### config.mk
export PLATFORM = sky130hd
export DESIGN_NAME = dphy_hs_sequencer
export DESIGN_NICKNAME = d
export VERILOG_FILES = /design/src/rtl/dphy_seq_pkg.sv /design/src/rtl/dphy_seq_counter.sv /design/src/rtl/dphy_seq_lane_out.sv /design/src/rtl/dphy_hs_sequencer.sv
export SDC_FILE = /design/constraint.sdc
export NUM_CORES = 1
export LEC_CHECK = 0
export ABC_AREA = 1
export BUFFER_PORTS_ARGS = -buffer_cell sky130_fd_sc_hd__buf_2
export CAP_MARGIN = 10
export CORE_UTILIZATION = 50
export DETAILED_ROUTE_END_ITERATION = 8
export PLACE_DENSITY = 0.82
export SKIP_LAST_GASP = 1
export SLEW_MARGIN = 10
export SYNTH_ARGS = -nofsm -noshare
export SYNTH_HDL_FRONTEND = slang
export SYNTH_HIERARCHICAL = 1
export SYNTH_SLANG_ARGS = --single-unit
### constraint.sdc
create_clock -name clk -period 3.1 [get_ports clk]
set_input_delay 0.31 -clock clk [delete_from_list [all_inputs] [get_ports clk]]
set_output_delay 0.31 -clock clk [all_outputs]
set_load 0.02 [all_outputs]
### src/rtl/dphy_seq_pkg.sv
package dphy_seq_pkg;
  typedef enum logic [2:0] {
    IDLE_LP   = 3'd0,
    CLK_WAKE  = 3'd1,
    CLK_PRE   = 3'd2,
    DATA_WAKE = 3'd3,
    HS_ACTIVE = 3'd4,
    LP_EXIT   = 3'd5
  } seq_state_e;
endpackage

### src/rtl/dphy_seq_counter.sv
// Shared phase timer: a load of N makes zero assert after N-1 decrements,
// so a phase lasts N cycles; a load of 0 is clamped to a 1-cycle phase.
module dphy_seq_counter #(
  parameter int CW = 8
) (
  input  logic          clk,
  input  logic          rst,
  input  logic          load,
  input  logic [CW-1:0] load_val,
  input  logic          dec,
  output logic          zero
);
  logic [CW-1:0] cnt_q;

  always_ff @(posedge clk) begin
    if (rst) begin
      cnt_q <= '0;
    end else if (load) begin
      cnt_q <= (load_val == '0) ? '0 : load_val - 1'b1;
    end else if (dec && cnt_q != '0) begin
      cnt_q <= cnt_q - 1'b1;
    end
  end

  assign zero = (cnt_q == '0);


  cnt_step_chk: assert property (@(posedge clk) disable iff (rst)
    (dec && !load && !zero) |=> (cnt_q == $past(cnt_q) - 1'b1));
endmodule

### src/rtl/dphy_seq_lane_out.sv
// Registered lane outputs decoded from the next state, so they change on
// the same edge as the state register.
module dphy_seq_lane_out
  import dphy_seq_pkg::*;
#(
  parameter int NUM_DL = 2
) (
  input  logic              clk,
  input  logic              rst,
  input  seq_state_e        nxt_state,
  output logic              clk_lane_req,
  output logic              clk_lane_rdy,
  output logic [NUM_DL-1:0] data_lane_req,
  output logic [NUM_DL-1:0] data_lane_rdy,
  output logic              hs_ready
);
  logic cl_req_d, cl_rdy_d, dl_req_d, hs_d;

  always_comb begin
    cl_req_d = nxt_state inside {CLK_WAKE, CLK_PRE, DATA_WAKE, HS_ACTIVE};
    cl_rdy_d = nxt_state inside {CLK_PRE, DATA_WAKE, HS_ACTIVE};
    dl_req_d = nxt_state inside {DATA_WAKE, HS_ACTIVE};
    hs_d     = (nxt_state == HS_ACTIVE);
  end

  always_ff @(posedge clk) begin
    if (rst) begin
      clk_lane_req <= 1'b0;
      clk_lane_rdy <= 1'b0;
      hs_ready     <= 1'b0;
    end else begin
      clk_lane_req <= cl_req_d;
      clk_lane_rdy <= cl_rdy_d;
      hs_ready     <= hs_d;
    end
  end

  for (genvar g = 0; g < NUM_DL; g++) begin : g_dl
    always_ff @(posedge clk) begin
      if (rst) begin
        data_lane_req[g] <= 1'b0;
        data_lane_rdy[g] <= 1'b0;
      end else begin
        data_lane_req[g] <= dl_req_d;
        data_lane_rdy[g] <= hs_d;
      end
    end
  end
endmodule

### src/rtl/dphy_hs_sequencer.sv
module dphy_hs_sequencer
  import dphy_seq_pkg::*;
#(
  parameter int NUM_DL = 2,
  parameter int CW     = 8
) (
  input  logic              clk,
  input  logic              rst,
  input  logic              hs_req,
  input  logic              cont_clk,
  input  logic [CW-1:0]     clk_wake_cyc,
  input  logic [CW-1:0]     clk_pre_cyc,
  input  logic [CW-1:0]     data_wake_cyc,
  input  logic [CW-1:0]     lp_exit_cyc,
  output logic              clk_lane_req,
  output logic              clk_lane_rdy,
  output logic [NUM_DL-1:0] data_lane_req,
  output logic [NUM_DL-1:0] data_lane_rdy,
  output logic              hs_ready
);
  localparam logic [CW-1:0] ONE_CYC = CW'(1);

  seq_state_e    state_q, nxt_state;
  logic          pend_q;
  logic          t_load, t_dec, t_zero;
  logic [CW-1:0] t_val, wake_val;

  assign wake_val = cont_clk ? ONE_CYC : clk_wake_cyc;

  always_comb begin
    nxt_state = state_q;
    t_load    = 1'b0;
    t_dec     = 1'b0;
    t_val     = '0;
    unique case (state_q)
      IDLE_LP: if (hs_req) begin
        nxt_state = CLK_WAKE; t_load = 1'b1; t_val = wake_val;
      end
      CLK_WAKE: if (t_zero) begin
        nxt_state = CLK_PRE; t_load = 1'b1; t_val = clk_pre_cyc;
      end else t_dec = 1'b1;
      CLK_PRE: if (t_zero) begin
        nxt_state = DATA_WAKE; t_load = 1'b1; t_val = data_wake_cyc;
      end else t_dec = 1'b1;
      DATA_WAKE: if (t_zero) nxt_state = HS_ACTIVE;
      else t_dec = 1'b1;
      HS_ACTIVE: if (!hs_req) begin
        nxt_state = LP_EXIT; t_load = 1'b1; t_val = lp_exit_cyc;
      end
      LP_EXIT: if (t_zero) begin
        if (pend_q || hs_req) begin
          nxt_state = CLK_WAKE; t_load = 1'b1; t_val = wake_val;
        end else nxt_state = IDLE_LP;
      end else t_dec = 1'b1;
      default: nxt_state = IDLE_LP;
    endcase
  end

  always_ff @(posedge clk) begin
    if (rst) begin
      state_q <= IDLE_LP;
      pend_q  <= 1'b0;
    end else begin
      state_q <= nxt_state;
      pend_q  <= (state_q == LP_EXIT) && (nxt_state == LP_EXIT) && (pend_q || hs_req);
    end
  end

  dphy_seq_counter #(.CW(CW)) u_timer (
    .clk(clk), .rst(rst), .load(t_load), .load_val(t_val),
    .dec(t_dec), .zero(t_zero)
  );

  dphy_seq_lane_out #(.NUM_DL(NUM_DL)) u_out (
    .clk(clk), .rst(rst), .nxt_state(nxt_state),
    .clk_lane_req(clk_lane_req), .clk_lane_rdy(clk_lane_rdy),
    .data_lane_req(data_lane_req), .data_lane_rdy(data_lane_rdy),
    .hs_ready(hs_ready)
  );


  data_after_clk_chk: assert property (@(posedge clk) disable iff (rst)
    $rose(data_lane_req[0]) |-> $past(clk_lane_rdy));


  ready_after_data_chk: assert property (@(posedge clk) disable iff (rst)
    $rose(hs_ready) |-> $past(data_lane_req[0]));


  pending_served_chk: assert property (@(posedge clk) disable iff (rst)
    (state_q == LP_EXIT && t_zero && pend_q) |=> (state_q == CLK_WAKE));


  exit_no_req_chk: assert property (@(posedge clk) disable iff (rst)
    (state_q == LP_EXIT) |-> !clk_lane_req);
endmodule

==> results.md <==
| Result | Reported |
|---|---|
| Result of the run | finished, final reports clean |
| Area of placed instances | 1720 um2 |
| Total of flip-flops plus latches after synthesis | 16 |
| Count of antenna diodes in the layout | 0 |
| Avg Synthesized Cell Area | 5.33 um2 |
| Adder-Cell Fraction of Synth Area | 3.29% |
| Number of CTS-inserted buffers | 3 |
| Count of non-filler cells in the finished layout | 354 |
| Largest family of logic cells by synthesized area | simple AND/OR/NAND/NOR gates |
| Post-synthesis share of cell area spent on and, or, nand and nor gates | 53.0% |
| Highest fanout seen on the critical path | 5 |
| Nets | 364 |
| CTS Hold Bufs | 0 |
| Critical path startpoint category | register |
| EDFF count, synth | 0 |
| Top area cells in the synthesized netlist | sky130_fd_sc_hd__dfxtp_1 (21%), sky130_fd_sc_hd__nand2_1 (20%), sky130_fd_sc_hd__nor2_1 (15%) |
| Unrepaired setup endpoints after global routing | false |
| Clk root buf | sky130_fd_sc_hd__clkbuf_4 |
| Average routed wire per standard cell | 9.73 um |
| Via count of the first global-routing pass | 1592 |
| Final Util | 62.5% |
| Design Area, Final | 1750 um2 |
| Core footprint | 2810 um2 |
| Met2 WL post-DR | 1.64 mm |
| Total area of sequential cells | 320 um2 |
| Xor/xnor share of the synthesized area | 1.15% |
| Share of cells above drive strength 1 | 17.0% |
| Nets in the synthesized netlist | 325 |
| Maximum clock path buffer count | 2 |
| Wire length the detailed router placed on met1 | 1.65 mm |
| Type of the tightest min-delay check | input pin to register |
| Cell types with the highest counts after synthesis | sky130_fd_sc_hd__nand2_1 (82), sky130_fd_sc_hd__nor2_1 (61), sky130_fd_sc_hd__inv_1 (42) |
| Predominant post-synthesis flop cell | sky130_fd_sc_hd__dfxtp_1 |
| Clock Latency Late Sink | 290 ps |
| Maximum clock frequency | 396 MHz |
| Overall power of the completed layout | 1420 uW |
| Final count of negative-setup-slack endpoints | 0 |
| Actual transition at the worst max-transition pin | 419 ps |
| Leading area contributor after synthesis | sky130_fd_sc_hd__dfxtp_1 |
| Signal arrival time at the worst endpoint | 2780 ps |
| Maxcap violations | 0 |
| First-pass GRT wire length | 6.25 mm |
| Count of instances resized after the clock tree is built | 0 |
| Largest net degree at the start of global routing | 17 |
| Worst max-slew margin expressed relative to the limit | 71.9% |
| Effective utilization at floorplan | 54.1% |
| CTS tree | done |
| Die span in x | 57.1 um |
| Total count of hold-check failures in the final report | 0 |
| Shortest period the worst path allows | 2530 ps |
| Clock sink total | 16 |
| Cell total after placement | 350 |
| Top metal layer carrying routed signals | met4 |
| Max-slew violations | 0 |
| Layout overhead on the synthesized area | 15.4% |
| I/O Buffers | 42 |
| Count of mapped cells out of synthesis | 285 |
| Count of TritonRoute iterations in the first routing pass | 4 |
| Worst IR Drop VDD | 0.446 mV |
| Total area of multi-input combinational cells | 982 um2 |
| Tot GR Track Use | 23.7% |
| Mean number of vias per cell | 4.94 |
| Share of async-settable or async-resettable flops after synthesis | 0% |
| Endpoint type of the worst setup path | register |
| Floorplan die area | 3260 um2 |
| Power per standard cell area | 812 nW/um2 |
| Number of inserted filler cells in the final layout | 285 |
| Clock input transition at the sequential cells of the worst setup and hold paths | 100 ps |
| Req. time, crit path | 3350 ps |
| Period Utilization, post-route | 81.5% |
| Wire length on met3 | 131 um |
| Via total after detailed routing | 1749 |
| Number of setup buffers added after CTS | 0 |
| Sequential element share of the synthesized area | 21.1% |
| DRC violations left | 0 |
| Final GP Congestion | 0.927 |
| Fraction of the mapped netlist area in compound gates | 7.25% |
| Site Rows | 19 |
| Num ports | 43 |
| CP Class | register to register |
| HPWL after detailed placement | 2.86 mm |
| Count of antenna-violating nets left after detailed routing | 0 |
| Most instantiated library cell after synthesis | sky130_fd_sc_hd__nand2_1 |
| Antenna violations before repair | 0 |
| Total number of H-tree levels | 1 |
| Overall die height | 57.1 um |
| Detailed Route Iter0 Violations | 66 |
| Distinct cell type count after synthesis | 22 |
| Total Negative Setup Slacks | 0 ps |
| Share of synthesized area spent on multiplexers | 0% |
| Area fraction of the dominant cell type after synthesis | 21.1% |
| Remaining global-route overflow | 0 |
| Synthesized cell area | 1520 um2 |
| Number of warnings reported in the yosys synthesis log | 6 |
| Post-detailed-routing wire length | 3.45 mm |
| Leakage power figure | 0.00104 uW |
| Clock skew after layout | 7.93 ps |
layer usage:
layer / GRT usage [%] / up-vias
met2: 41.7 / 36
met4: 4.53 / 0
li1: - / 960
met3: 4.99 / 2
met5: 0 / -
met1: 30.2 / 751
area by class of cell:
class | instances | share of cell area [%]
well taps | 31 | 2.21
flip-flops and latches | 16 | 18.3
clock buffers | 4 | 2.07
repair buffers | 43 | 12.4
inverters | 42 | 8.99
multi-input cells | 218 | 56.0
registers in the layout, indices dropped and copies added (netlist names):
register,flops
u_out/data_lane_req,1
pend_q,1
u_out/clk_lane_req,1
u_out/data_lane_rdy,1
state_q,3
u_out/clk_lane_rdy,1
u_timer/cnt_q,8
worst max-delay path, stage by stage (launching register included):
cell	delay [ps]
sky130_fd_sc_hd__dfxtp_1	330
sky130_fd_sc_hd__inv_1	120
sky130_fd_sc_hd__ha_1	160
sky130_fd_sc_hd__nand3_1	110
sky130_fd_sc_hd__nor2_1	250
sky130_fd_sc_hd__inv_1	90
sky130_fd_sc_hd__nor2_1	100
sky130_fd_sc_hd__nand2_1	70
sky130_fd_sc_hd__inv_1	110
sky130_fd_sc_hd__nand2_1	60
sky130_fd_sc_hd__nand2_1	60
sky130_fd_sc_hd__nor2_1	50
sky130_fd_sc_hd__nand2_1	80
sky130_fd_sc_hd__inv_1	60
sky130_fd_sc_hd__ha_1	180
sky130_fd_sc_hd__nand3_1	110
sky130_fd_sc_hd__nor2_1	60
sky130_fd_sc_hd__nor2_1	220
sky130_fd_sc_hd__nand3_1	120
sky130_fd_sc_hd__nand3_1	80
sky130_fd_sc_hd__nand2_1	50
sky130_fd_sc_hd__inv_1	40
placed cells by master, fill, tap and decap left out, drive strengths merged:
cell	instances
a21oi	2
ha	4
o21bai	1
clkbuf	4
nor3	2
nand3	38
inv	42
nor4	2
xor2	2
nand2	86
nand4	2
buf	43
o21ai	17
nor2	62
dfxtp	16
power by group:
part | total [uW] | switching (uW) | leakage, uW | internal [uW]
Sequential | 327 | 58.6 | 0.000132 | 269
Combinational | 956 | 630 | 0.000889 | 326
Clock | 141 | 69.4 | 0.0000210 | 71.6
Total | 1420 | 758 | 0.00104 | 666
through the flow:
step	setup WS [ps]	hold slack (ps)
floorplan	839	382
global placement	680	507
detailed placement	581	515
CTS	569	252
global route	189	260
finish	572	267
logic make-up (layout without fill, tap and decap cells):
family,Yosys count,in the layout
compound gates,20,20
xor+xnor,2,2
fa+ha+maj,4,4
buf+inv,51,89
flops,16,16
simple gates,192,192
worst paths after layout:
| kind | from | end | slack [ps] | cells after the start |
|---|---|---|---|---|
| worst min-delay path | rst | state_q[2]$_SDFF_PP0_ | 270 | 2 |
| worst min register to register | pend_q$_SDFF_PP0_ | pend_q$_SDFF_PP0_ | 530 | 2 |
| worst max register to register | u_timer/cnt_q[0]$_SDFFE_PP0P_ | u_timer/cnt_q[5]$_SDFFE_PP0P_ | 570 | 21 |
| worst max-delay path | u_timer/cnt_q[0]$_SDFFE_PP0P_ | u_timer/cnt_q[5]$_SDFFE_PP0P_ | 570 | 21 |
Power figures use the tool's default switching activity.
